### src/rtl/sync_flywheel.sv
module sync_flywheel #(
  parameter int FRAME_SYMS    = 120,
  parameter int SF_FRAMES     = 8,
  parameter int LOCK_HITS     = 2,
  parameter int UNLOCK_MISSES = 6,
  parameter int LOSS_MS       = 480,
  localparam int PW = $clog2(FRAME_SYMS),
  localparam int FW = $clog2(SF_FRAMES)
) (
  input  logic          clk,
  input  logic          rst_n,
  input  logic          sym_stb,
  input  logic          sync_hit,
  input  logic          sf_hit,
  input  logic          ms_tick,
  input  logic          restart_clr,
  output logic          frame_locked,
  output logic          sf_locked,
  output logic [PW-1:0] sym_pos,
  output logic [FW-1:0] frame_idx,
  output logic          sf_wave,
  output logic          restart_req,
  output logic          tx_mute
);
  localparam int HW = $clog2(LOCK_HITS + 1);
  localparam int MW = $clog2(UNLOCK_MISSES + 1);
  localparam int TW = $clog2(LOSS_MS + 1);

  typedef enum logic [1:0] {ST_SEARCH, ST_CONFIRM, ST_LOCKED, ST_HALT} st_e;

  st_e           st;
  logic [PW-1:0] pos;
  logic [FW-1:0] fidx;
  logic [HW-1:0] hits;
  logic [MW-1:0] misses;
  logic [TW-1:0] tmr;
  logic          sf_lk;

  wire word_hit = sync_hit | sf_hit;
  wire tracking = (st == ST_CONFIRM) || (st == ST_LOCKED);
  wire at_chk   = tracking && sym_stb && (pos == PW'(FRAME_SYMS - 1));
  wire lock_now = (st == ST_CONFIRM) && at_chk && word_hit && (hits == HW'(LOCK_HITS - 1));
  wire hunting  = (st == ST_SEARCH) || (st == ST_CONFIRM);
  wire timeout  = hunting && ms_tick && (tmr == TW'(LOSS_MS - 1)) && !lock_now;
  wire [FW-1:0] fidx_inc = (fidx == FW'(SF_FRAMES - 1)) ? '0 : fidx + 1'b1;

  always_ff @(posedge clk or negedge rst_n) begin
    if (!rst_n) begin
      st     <= ST_SEARCH;
      pos    <= '0;
      fidx   <= '0;
      hits   <= '0;
      misses <= '0;
      tmr    <= '0;
      sf_lk  <= 1'b0;
    end else begin
      case (st)
        ST_SEARCH: begin
          if (sym_stb && word_hit) begin
            st   <= ST_CONFIRM;
            pos  <= '0;
            fidx <= '0;
            hits <= HW'(1);
          end
        end
        ST_CONFIRM: begin
          if (at_chk) begin
            pos <= '0;
            if (word_hit) begin
              fidx <= fidx_inc;
              hits <= hits + 1'b1;
              if (lock_now) begin
                st     <= ST_LOCKED;
                misses <= '0;
              end
            end else begin
              st   <= ST_SEARCH;
              fidx <= '0;
              hits <= '0;
            end
          end else if (sym_stb) begin
            pos <= pos + 1'b1;
          end
        end
        ST_LOCKED: begin
          if (at_chk) begin
            pos <= '0;
            if (sf_hit) begin
              fidx  <= '0;
              sf_lk <= 1'b1;
            end else begin
              fidx <= fidx_inc;
            end
            if (word_hit) begin
              misses <= '0;
            end else if (misses == MW'(UNLOCK_MISSES - 1)) begin
              st     <= ST_SEARCH;
              misses <= '0;
              hits   <= '0;
              fidx   <= '0;
              sf_lk  <= 1'b0;
            end else begin
              misses <= misses + 1'b1;
            end
          end else if (sym_stb) begin
            pos <= pos + 1'b1;
          end
        end
        default: begin
          if (restart_clr) st <= ST_SEARCH;
        end
      endcase

      if (hunting && !lock_now) begin
        if (timeout) begin
          st   <= ST_HALT;
          tmr  <= '0;
          pos  <= '0;
          fidx <= '0;
          hits <= '0;
        end else if (ms_tick) begin
          tmr <= tmr + 1'b1;
        end
      end else begin
        tmr <= '0;
      end
    end
  end

  assign frame_locked = (st == ST_LOCKED);
  assign sf_locked    = sf_lk;
  assign sym_pos      = pos;
  assign frame_idx    = fidx;
  assign sf_wave      = sf_lk && (fidx < FW'(SF_FRAMES / 2));
  assign restart_req  = (st == ST_HALT);
  assign tx_mute      = (st == ST_HALT);
endmodule

### config.mk
export PLATFORM = sky130hd
export DESIGN_NAME = sync_flywheel
export DESIGN_NICKNAME = d
export VERILOG_FILES = /design/src/rtl/sync_flywheel.sv
export SDC_FILE = /design/constraint.sdc
export NUM_CORES = 1
export LEC_CHECK = 0
export BUFFER_PORTS_ARGS = -buffer_cell sky130_fd_sc_hd__buf_2
export CORE_MARGIN = 1
export CORE_UTILIZATION = 52
export DETAILED_ROUTE_END_ITERATION = 10
export GPL_TIMING_DRIVEN = 0
export HOLD_SLACK_MARGIN = 0.1
export PLACE_DENSITY = 0.75
export SYNTH_ARGS = -nofsm -noshare
export SYNTH_HDL_FRONTEND = slang
export SYNTH_SLANG_ARGS = --single-unit
export TNS_END_PERCENT = 100
### constraint.sdc
create_clock -name clk -period 1.9 [get_ports clk]
set_input_delay 0.285 -clock clk [delete_from_list [all_inputs] [get_ports clk]]
set_output_delay 0.285 -clock clk [all_outputs]
set_load 0.03 [all_outputs]
# --- After elaboration in Yosys (flattened, before gate mapping) ---
# Index checks and enable logic that the tools add are counted.
classes:
  n_shift: 0
  n_lt_le_gt_ge: 1
  bitwise_logic: 1
  reduce_logical: 19
  n_mux: 50
  multipliers: 0
  n_addsub: 5
  eq_ne: 13
  div: 0
op_table:
  columns: ["operator", "n"]
  rows:
  - ["$mux W3", 16]
  - ["$mux W2", 18]
  - ["$mux W7", 5]
  - ["$mux W9", 3]
  - ["$pmux W7 S2", 1]
  - ["$pmux W2 S3", 2]
  - ["$logic_and A1 B1 Y1", 11]
  - ["$add A9 B1 Y9 const B", 1]
  - ["$eq A9 B9 Y1 const B", 1]
  - ["$pmux W3 S3", 1]
  - ["$add A7 B1 Y7 const B", 1]
  - ["$eq A7 B7 Y1 const B", 1]
  - ["$add A3 B1 Y3 const B", 2]
  - ["$eq A3 B3 Y1 const B", 2]
  - ["$ne A2 B2 Y1 const B", 3]
  - ["$pmux W3 S2", 1]
  - ["$reduce_and A5 Y1", 1]
  - ["$eq A2 B1 Y1 const B", 2]
  - ["$eq A2 B2 Y1 const B", 2]
  - ["$lt A3 B3 Y1 const B", 1]
  - ["$mux W1", 3]
  - ["$ne A3 B3 Y1 const B", 1]
  - ["$add A2 B1 Y2 const B", 1]
  - ["$logic_not A2 Y1", 1]
  - ["other kinds (7)", 8]
totals:
  memories: 0
  mem_bits_ro: 0
  elab_cells: 96
  input_bits: 7
  latch_bits: 0
  register_bits: 27
  ram_bits: 0

# --- Longest topological paths before layout ---
# Gate-level depths: netlist of run 1.
logic_depth:
  depth_word: 13
  depth_mapped: 8
  mapped_depth_nobuf: 7

# --- Worst setup path after synthesis of run 1 ---
# Ideal clock, no wire load.
synth_path:
  kind: "register to register"
  start: "register pos[0] (netlist: sym_pos[0])"
  end: "register tmr[8]"
  path_stages_with_launch: 7
  slack_ns: -0.250
  required_time_ns: 1.775
  n_path_buf: 0
  t_arrival_ns: 2.025
  period_less_slack_ns: 2.150
  path_cell_list: "dfrtp_1 ha_1 nand4b_4 nor3_4 nor2_2 or3b_1 mux2_4"
synth_between:
  elab_chain_cells: 9
  elab_cells_between_ends: 11
synth_rtl:
  columns: ["item", "line", "source"]
  rows:
  - ["from (decl)", "32", "logic [PW-1:0] pos;"]
  - ["from (signal assigned)", "82", "pos <= pos + 1'b1;"]
  - ["from (signal assigned)", "106", "pos <= pos + 1'b1;"]
  - ["$eq A7 B7 Y1 (*)", "41", "wire at_chk = tracking && sym_stb && (pos == PW'(FRAME_SYMS - 1));"]
  - ["$logic_and A1 B1 Y1 (*)", "41", null]
  - ["$logic_and A1 B1 Y1 (*) (3 in series)", "42", "wire lock_now = (st == ST_CONFIRM) && at_chk && word_hit && (hits == HW'(LOCK_HITS - 1));"]
  - ["$logic_not A1 Y1 (*)", "44, 114", null]
  - ["$logic_and A1 B1 Y1", "44", "wire timeout = hunting && ms_tick && (tmr == TW'(LOSS_MS - 1)) && !lock_now;"]
  - ["$mux W9", "115", "if (timeout) begin"]
  - ["$mux W9", "114", "if (hunting && !lock_now) begin"]
  - ["to (signal assigned)", "122", "tmr <= tmr + 1'b1;"]
  - ["to (decl)", "36", "logic [TW-1:0] tmr;"]
# Every way passes the cells marked *; elsewhere a longest branch is shown, timed or not.
# A chain may end at the register's enable or synchronous reset.

# --- Worst setup path in the final report of run 1 ---
layout_path:
  start: "register st[0]"
  end: "register hits[1]"
layout_between:
  elab_chain_cells: 11
  elab_cells_between_ends: 20
layout_rtl:
  columns: ["item", "line", "source"]
  rows:
  - ["from (decl)", "31", "st_e st;"]
  - ["from (signal assigned)", "49", "st <= ST_SEARCH;"]
  - ["from (signal assigned)", "60", "st <= ST_CONFIRM;"]
  - ["from (signal assigned)", "73", "st <= ST_LOCKED;"]
  - ["$eq A2 B1 Y1 / $eq A2 B2 Y1 (equally long branches)", null, null]
  - ["$logic_or A1 B1 Y1", "40", "wire tracking = (st == ST_CONFIRM) || (st == ST_LOCKED);"]
  - ["$logic_and A1 B1 Y1 (2 in series)", "41", null]
  - ["$logic_and A1 B1 Y1 (3 in series)", "42", null]
  - ["$logic_not A1 Y1", "44, 114", null]
  - ["$logic_and A1 B1 Y1", "44", null]
  - ["$mux W2", "115", null]
  - ["$mux W2 (*)", "114", null]
  - ["to (signal assigned)", "71", "hits <= hits + 1'b1;"]
  - ["to (decl)", "34", "logic [HW-1:0] hits;"]
# Marks and branches as above.

==> results.sh, run 1 <==
export IMPL_status="finished, violations left"
export IMPL_failed_checks="setup timing"
export IMPL_area_delta_synth_final_pct=23.6
export IMPL_critical_path_max_fanout=6
export IMPL_ios=22
export IMPL_worstSetupStartpointType="register"
export IMPL_worst_pin_slew_ps=634
export IMPL_fill_cells=259
export IMPL_via_per_inst=6.16
export IMPL_dp_hpwl_um=3090
export IMPL_ant_nets=0
export IMPL_clockBufferDepth=2
export IMPL_synth_area_per_cell_sq_um=8.98
export IMPL_power_density_mw_per_mm2=952
export IMPL_final_common_cell="dfrtp_1"
export IMPL_hp_class="in -> reg"
export IMPL_rsz0062_at_grt="true"
export IMPL_setup_viol=13
export IMPL_grt_ovfl_total=0
export IMPL_postRouteWirelength_um=4640
export IMPL_cpMaxStageDelayCell="or4_4"
export IMPL_syn_inst=199
export IMPL_first_global_vias=1695
export IMPL_yosys_warnings=0
export IMPL_final_hold_violation_count=0
export IMPL_timing_critical_path_required_ps=2180
export IMPL_max_slew_margin_pct=57.7
export IMPL_min_from="restart_clr"
export IMPL_critPathKind="reg -> reg"
export IMPL_wl_per_cell_um=16.4
export IMPL_end_kind="register"
export IMPL_ys_ff_latch=27
export IMPL_syn_num_nets=215
export IMPL_antenna_found_initial=0
export IMPL_cts_buffers=3
export IMPL_cts_root_buffer_cell="clkbuf_4"
export IMPL_clkTransAtPathRegs_ps=150
export IMPL_core_sq_mm=0.00315
export IMPL_slew_viol_final=0
export IMPL_cp_slowest_stage_delay_ps=470
export IMPL_drive_gt1_share_pct=30.5
export IMPL_vdd_drop_max_uv=430
export IMPL_layout_common_cells="dfrtp_1, buf_2, nor2_1"
export IMPL_die_area_sq_mm=0.00367
export IMPL_async_flop_share_pct=100
export IMPL_max_freq_mhz=491
export IMPL_die_w_um=60.6
export IMPL_grt_max_degree=28
export IMPL_cts_tree="built"
export IMPL_yosysUniqueCellTypes=56
export IMPL_skew_ps=4.33
export IMPL_grt_pass1_wl_um=7670
export IMPL_layout_setup_ws_ps=-136
export IMPL_dp_cells=263
export IMPL_drt_iter0_markers=115
export IMPL_arrival_ps=2320
export IMPL_cp_cell_sequence="inv_2, ha_4, nand4b_4, or2_4, buf_6, or4_4, a21oi_2"
export IMPL_rr_startpoint="st[0]"
export IMPL_leakage_nw=0.980
export IMPL_period_needed_ps=2040
export IMPL_portBuffers=20
export IMPL_fin_util_pct=70.0
export IMPL_cts_sinks=27
export IMPL_rows=20
export IMPL_cap_violations=0
export IMPL_ys_seq_area_share_pct=37.8
export IMPL_drc=0
export IMPL_place_gp_congestion=0.903
export IMPL_synth_area_sq_mm=0.00179
export IMPL_final_cell_count_no_fill=283
export IMPL_start_util_pct=56.7
export IMPL_antenna_cells=0
export IMPL_crit_path_start="st[0]"
export IMPL_via_count=1744
export IMPL_grt_util_all_layers_pct=27.6
export IMPL_synth_edf_count=0
export IMPL_ctsHtreeMaxLevel=1
export IMPL_finalCritPeriodShare_pct=107
export IMPL_firstDrtPassIters=4
export IMPL_synthFlopType="dfrtp_1"
export IMPL_die_h_um=60.6
export IMPL_final_nets=256
export IMPL_insertion_delay_ps=330
-- final timing paths --
kind	endpoint	slack (ps)	cells past startpoint
worst max-delay path	hits[1]	-140	7
max in group asynchronous	sym_pos[1]	970	2
min in group asynchronous	misses[1]	480	2
worst max register to register	hits[1]	-140	7
worst min register to register	misses[1]	530	1
worst min-delay path	st[0]	240	4
-- registers in the layout, indices dropped and copies added (netlist names) --
| name | flops |
|---|---|
| frame_idx | 3 |
| hits | 2 |
| misses | 3 |
| sf_locked | 1 |
| st | 2 |
| sym_pos | 7 |
| tmr | 9 |
-- area by class of cell --
class	count	area [sq um]	share of cell area (%)
Inverter	9	33.8	1.53
Clock buffer	4	26.3	1.19
Tap cell	44	55.1	2.49
Sequential cell	27	678	30.7
Multi-Input combinational cell	156	1140	51.8
Buffer	6	40.0	1.81
Timing Repair Buffer	37	230	10.4
-- Yosys cell counts, drive strengths merged (2+ instances only) --
| library cell | instances | area [sq um] |
|---|---|---|
| a2111oi | 2 | 23.8 |
| a21oi | 15 | 78.8 |
| a31oi | 3 | 18.8 |
| and3 | 2 | 12.5 |
| buf | 4 | 28.8 |
| clkbuf | 3 | 11.3 |
| dfrtp | 27 | 676 |
| ha | 9 | 113 |
| inv | 9 | 33.8 |
| nand2 | 15 | 56.3 |
| nand2b | 4 | 25.0 |
| nand3 | 4 | 20.0 |
| nand3b | 3 | 22.5 |
| nand4 | 6 | 52.6 |
| nand4b | 3 | 41.3 |
| nor2 | 24 | 92.6 |
| nor2b | 3 | 18.8 |
| nor3 | 6 | 41.3 |
| nor4 | 2 | 12.5 |
| o2111ai | 2 | 17.5 |
| o211ai | 3 | 22.5 |
| o21ai | 14 | 70.1 |
| o22ai | 3 | 18.8 |
| o31ai | 2 | 20.0 |
| or2 | 3 | 18.8 |
| or3 | 4 | 25.0 |
| or4 | 2 | 18.8 |
| xor2 | 5 | 43.8 |
-- report_power, final --
part / switching, mW / internal, mW / total (mW)
Clock: 0.181 / 0.0824 / 0.263
Sequential: 0.0928 / 0.655 / 0.748
Combinational: 0.611 / 0.481 / 1.09
-- worst max-delay path, delay by kind of cell, from the launching register on --
family / cells / cell delay [ps]
AOI/OAI and AO/OA: 1 / 120
adders and majority gates: 1 / 290
buffers and inverters: 2 / 200
DFF: 1 / 420
and+or+nand+nor: 3 / 950
-- layer usage --
metal  part of all wire, %  GRT usage [%]
met5                     0              0
met4                   2.2           11.0
met3                   6.2           4.90
met2                    48           44.9
met1                    44           36.4
-- timing repair --
action                                  in CTS  in global routing
pin swaps                                    9                  9
endpoints found under the setup margin      22                 21
resized for setup                           12                  8
hold buffers                                 1                  0
setup buffers                               11                  5
endpoints found under the hold margin       27                  0
cloned                                       0                  0
-- kinds of logic (layout without fill, tap and decap cells) --
kind of cell | Yosys count | count (layout) | synth area share (%)
adder cells (fa/ha/maj) | 9 | 9 | 6.30
AND/OR/NAND/NOR | 85 | 85 | 27.7
flip-flops | 27 | 27 | 37.8
buffers and inverters | 16 | 56 | 4.13
AO/OA/AOI/OAI | 55 | 55 | 20.2
XOR/XNOR | 5 | 5 | 2.45
multiplexers | 2 | 2 | 1.40
-- metrics by stage --
| stage | area (sq um) | setup slack, ps | power [mW] | TNS, ps | hold slack [ps] |
|---|---|---|---|---|---|
| after floorplan | 1810 | -105 | 1.35 | -175 | -10.6 |
| after global placement | 1970 | -350 | 1.53 | -4820 | 323 |
| after detailed placement | 1970 | -374 | 1.56 | -5050 | 338 |
| after CTS | 2150 | -161 | 1.95 | -907 | 243 |
| after global routing | 2210 | -208 | 2.23 | -2550 | 240 |
| final | 2210 | -136 | 2.10 | -959 | 243 |
Note: power is estimated with default switching activity, not from simulation.
==> run 2: changes to the inputs <==
- CORE_UTILIZATION: 52 -> 50
- PLACE_DENSITY: 0.75 -> 0.73
==> results.sh, run 2 (synthesis gave the netlist of run 1 again) <==
export IMPL_ctsHtreeMaxLevel=1
export IMPL_cp_num_buf_inv=2
export IMPL_via_count=1701
export IMPL_cts_sinks=27
export IMPL_max_freq_mhz=495
export IMPL_cpMaxStageDelayCell="or4_4"
export IMPL_worst_pin_slew_ps=632
export IMPL_start_util_pct=52.7
export IMPL_place_gp_congestion=0.828
export IMPL_portBuffers=20
export IMPL_met2_length_um=2400
export IMPL_layout_common_cells="dfrtp_1, buf_2, nor2_1"
export IMPL_m1WireLength_um=1930
export IMPL_finalPower_mw=2.08
export IMPL_die_w_um=61.8
export IMPL_largest_register_ffs=9
export IMPL_layout_setup_ws_ps=-121
export IMPL_r2r_end="hits[1]"
export IMPL_wl_per_cell_um=16.1
export IMPL_endpoint="hits[1]"
export IMPL_failed_checks="setup timing"
export IMPL_final_hold_violation_count=0
export IMPL_antenna_cells=0
export IMPL_drive_gt1_share_pct=34.4
export IMPL_ios=22
export IMPL_cp_slowest_stage_delay_ps=480
export IMPL_finalHoldWorstSlack_ps=245
export IMPL_timing_critical_path_required_ps=2180
export IMPL_via_per_inst=5.93
export IMPL_rr_startpoint="st[1]"
export IMPL_skew_ps=4.15
export IMPL_vdd_drop_max_uv=496
export IMPL_clkTransAtPathRegs_ps=150
export IMPL_period_needed_ps=2020
export IMPL_slew_viol_final=0
export IMPL_firstDrtPassIters=4
export IMPL_insertion_delay_ps=340
export IMPL_dpl_cell_area_sq_mm=0.00197
export IMPL_cap_violations=0
export IMPL_grt_util_all_layers_pct=25.7
export IMPL_worstSetupStartpointType="register"
export IMPL_top_register="tmr"
export IMPL_clockBufferDepth=2
export IMPL_rows=21
export IMPL_cts_root_buffer_cell="clkbuf_4"
export IMPL_grt_max_degree=28
export IMPL_hp_class="in -> reg"
export IMPL_grt_pass1_wl_um=7160
export IMPL_arrival_ps=2300
export IMPL_path_delay_family="simple AND/OR/NAND/NOR gates"
export IMPL_drc=0
export IMPL_setup_viol=9
export IMPL_max_slew_margin_pct=57.8
export IMPL_rsz0062_at_grt="true"
export IMPL_finalCritPeriodShare_pct=106
export IMPL_end_kind="register"
export IMPL_drt_iter0_markers=76
export IMPL_reg2reg_depth=7
export IMPL_dr_wl_met3_um=232
export IMPL_status="finished, violations left"
export IMPL_dp_hpwl_um=2880
export IMPL_hold_path_cell_count=4
export IMPL_cp_cell_sequence="inv_2, ha_4, nand4b_4, or2_1, buf_6, or4_4, a21oi_2"
export IMPL_fill_cells=271
export IMPL_ant_nets=0
export IMPL_die_area_sq_mm=0.00382
export IMPL_postRouteWirelength_um=4630
export IMPL_die_h_um=61.8
export IMPL_core_sq_mm=0.00339
export IMPL_first_global_vias=1576
export IMPL_pre_cts_ws_ps=-319
export IMPL_cp_num_cells=7
export IMPL_leakage_nw=0.997
export IMPL_top_layer="met4"
export IMPL_power_density_mw_per_mm2=911
export IMPL_critical_path_max_fanout=5
export IMPL_cts_buffers=3
export IMPL_min_from="restart_clr"
export IMPL_grt_ovfl_total=0
export IMPL_critPathKind="reg -> reg"
export IMPL_reg2reg_slack_ps=-120
export IMPL_final_nets=258
export IMPL_fin_area_sq_mm=0.00229
export IMPL_cts_tree="built"
export IMPL_tns_ps=-661
export IMPL_area_delta_synth_final_pct=28.1
export IMPL_antenna_found_initial=0
export IMPL_final_common_cell="dfrtp_1"
export IMPL_crit_path_start="st[1]"
## run 2: cell count changes in the layout (fill, tap and decap cells not counted), sizes merged
cell	change
clkinv	+1
buf	+2
clkbuf	-1
## run 2: how the worst min path moves through the flow
stage                        end
CTS                        st[0]
global route               st[0]
floorplan           frame_idx[0]
detailed placement     misses[1]
finish                     st[0]
global placement       misses[2]
## run 2: repair_timing
| item | in CTS | in global routing |
|---|---|---|
| hold buffers | 1 | 0 |
| setup buffers | 12 | 7 |
| resized for setup | 14 | 18 |
| endpoints found under the hold margin | 27 | 0 |
| setup endpoints to repair | 23 | 25 |
| pin swaps | 9 | 10 |
## run 2: final cells by class
type | instances | area, sq um | area share, %
sequential | 27 | 678 | 29.6
clock buffer | 3 | 22.5 | 0.984
tap | 46 | 57.6 | 2.52
timing repair buffer | 39 | 253 | 11.0
clock inverter | 1 | 5.00 | 0.219
inverter | 9 | 33.8 | 1.48
buffer | 6 | 41.3 | 1.80
multi-input combinational | 156 | 1200 | 52.3
## run 2: metrics by stage
stage / instances / utilization, %
final: 287 / 67.5
after global placement: 265 / 58.1
after floorplan: 199 / -
after detailed placement: 265 / 58.1
after global routing: 287 / 67.5
after CTS: 282 / 63.5
## run 2: worst min-delay path: cells and delay by family
family,cells,cell delay [ps]
AOI/OAI and AO/OA,1,80
and+or+nand+nor,2,110
buffers and inverters,1,100
## run 2: layer usage
metal  track usage, %  vias to the layer above
li1                 -                      821
met1             32.0                      823
met2             44.7                       49
met3             5.18                        8
met4             8.25                        0
met5                0                        -
## run 2: power by group
part / internal [mW] / total (mW) / switching (mW)
Clock: 0.0794 / 0.263 / 0.184
Sequential: 0.655 / 0.748 / 0.0928
Combinational: 0.470 / 1.07 / 0.604
==> run 3: changes to the inputs <==
- REMOVE_ABC_BUFFERS: unset -> 1
==> results.sh, run 3 (synthesis gave the netlist of run 1 again) <==
export IMPL_cts_tree="built"
export IMPL_first_global_vias=1509
export IMPL_fin_util_pct=72.9
export IMPL_finalPower_mw=2.27
export IMPL_cap_violations=0
export IMPL_cts_buffers=3
export IMPL_reg2reg_depth=7
export IMPL_switchingPower_uw=971
export IMPL_worst_pin_slew_ps=616
export IMPL_ant_nets=0
export IMPL_setup_viol=19
export IMPL_status="finished, violations left"
export IMPL_worstSetupStartpointType="register"
export IMPL_insertion_delay_ps=340
export IMPL_sequentialPowerShare_pct=33.0
export IMPL_cts_sinks=27
export IMPL_fin_area_sq_mm=0.00247
export IMPL_comb_power_share_pct=55.5
export IMPL_period_needed_ps=2060
export IMPL_max_freq_mhz=486
export IMPL_antenna_found_initial=0
export IMPL_top_register="tmr"
export IMPL_grt_util_all_layers_pct=23.9
export IMPL_failed_checks="setup timing"
export IMPL_pre_cts_ws_ps=-751
export IMPL_wl_per_cell_um=17.0
export IMPL_clockBufferDepth=2
export IMPL_min_from="ms_tick"
export IMPL_swShare_pct=42.8
export IMPL_firstDrtPassIters=4
export IMPL_slew_viol_final=0
export IMPL_hp_class="in -> reg"
export IMPL_grt_ovfl_total=0
export IMPL_portBuffers=21
export IMPL_dp_cells=259
export IMPL_die_area_sq_mm=0.00382
export IMPL_finalHoldWorstSlack_ps=241
export IMPL_start_util_pct=52.7
export IMPL_drive_gt1_share_pct=41.9
export IMPL_arrival_ps=2330
export IMPL_largest_register_ffs=9
export IMPL_drc=0
export IMPL_die_w_um=61.8
export IMPL_finalCritPeriodShare_pct=108
export IMPL_rsz0062_at_grt="true"
export IMPL_grt_max_degree=28
export IMPL_via_per_inst=6.16
export IMPL_hold_path_cell_count=3
export IMPL_ctsHtreeMaxLevel=1
export IMPL_final_nets=263
export IMPL_reg2reg_slack_ps=-160
export IMPL_dpl_cell_area_sq_mm=0.00191
export IMPL_power_share_clock_pct=11.5
export IMPL_rr_startpoint="st[1]"
export IMPL_leakage_nw=1.05
export IMPL_antenna_cells=0
export IMPL_die_h_um=61.8
export IMPL_final_cell_count_no_fill=292
export IMPL_skew_ps=13.6
export IMPL_vdd_drop_max_uv=587
export IMPL_fill_cells=248
export IMPL_layout_common_cells="dfrtp_1, buf_2, buf_4"
export IMPL_dp_hpwl_um=2730
export IMPL_tns_ps=-928
export IMPL_final_hold_violation_count=0
export IMPL_clkTransAtPathRegs_ps=160
export IMPL_critical_path_max_fanout=4
export IMPL_ios=22
export IMPL_layout_setup_ws_ps=-157
export IMPL_p_int_mw=1.30
export IMPL_power_density_mw_per_mm2=919
export IMPL_area_delta_synth_final_pct=38.2
export IMPL_timing_critical_path_required_ps=2180
export IMPL_postRouteWirelength_um=4970
export IMPL_critPathKind="reg -> reg"
export IMPL_via_count=1800
export IMPL_rows=21
export IMPL_place_gp_congestion=0.849
export IMPL_core_sq_mm=0.00339
export IMPL_max_slew_margin_pct=58.9
export IMPL_drt_iter0_markers=115
export IMPL_final_common_cell="dfrtp_1"
export IMPL_cts_root_buffer_cell="clkbuf_4"
export IMPL_crit_path_start="st[1]"
export IMPL_grt_pass1_wl_um=6760
export IMPL_end_kind="register"
run 3: cell count changes in the layout (fill, tap and decap cells not counted), moves of 2 or more:
cell      previous run  this run
nor2_4               2         4
o21ai_0             13        11
a21oi_2              2         5
buf_4               18        20
nor2_2               1         4
clkbuf_2             2         0
a21oi_1             13         9
nor2_1              21        16
buf_6                3         6
run 3: final timing paths:
| path | end |
|---|---|
| setup / recovery | hits[1] |
| min in group asynchronous | tmr[3] |
| hold / removal | tmr[0] |
| hold reg to reg | misses[1] |
| max in group asynchronous | hits[0] |
| setup reg to reg | hits[1] |
run 3: layout make-up:
class,instances,area [sq um],share of cell area [%]
clock buffers,3,22.5,0.912
clock inverters,1,5.00,0.203
inverters,9,33.8,1.37
multi-input cells,156,1300,52.5
flip-flops and latches,27,677,27.4
well taps,46,57.6,2.33
repair buffers,50,378,15.3
run 3: worst max-delay path, stage by stage (launching register included):
cell      delay (ps)
dfrtp_1          410
inv_2             70
ha_4             290
nand4b_4         160
or2_4            320
buf_6            120
or4_4            470
a21oi_2          140
run 3: timing repair:
item	CTS	global route
endpoints found under the setup margin	29	22
cloned	0	1
hold buffers	1	0
gates resized for setup	22	41
buffers inserted	9	19
hold endpoints to repair	27	0
pin swaps	8	20
run 3: per-layer routing:
layer / vias up / GRT usage (%) / wire length [um]
met4: 0 / 7.94 / 118
met5: - / 0 / 0
met2: 77 / 40.7 / 2570
li1: 831 / - / -
met1: 875 / 30.8 / 2050
met3: 17 / 4.14 / 233
run 3: power groups by stage:
| stage | clock network [mW] | registers, mW | logic (mW) |
|---|---|---|---|
| after floorplan | 0 | 0.792 | 0.508 |
| after CTS | 0.268 | 0.743 | 0.912 |
| after detailed placement | 0 | 0.753 | 0.745 |
| after global placement | 0 | 0.749 | 0.737 |
| final | 0.261 | 0.749 | 1.26 |
| after global routing | 0.280 | 0.762 | 1.34 |
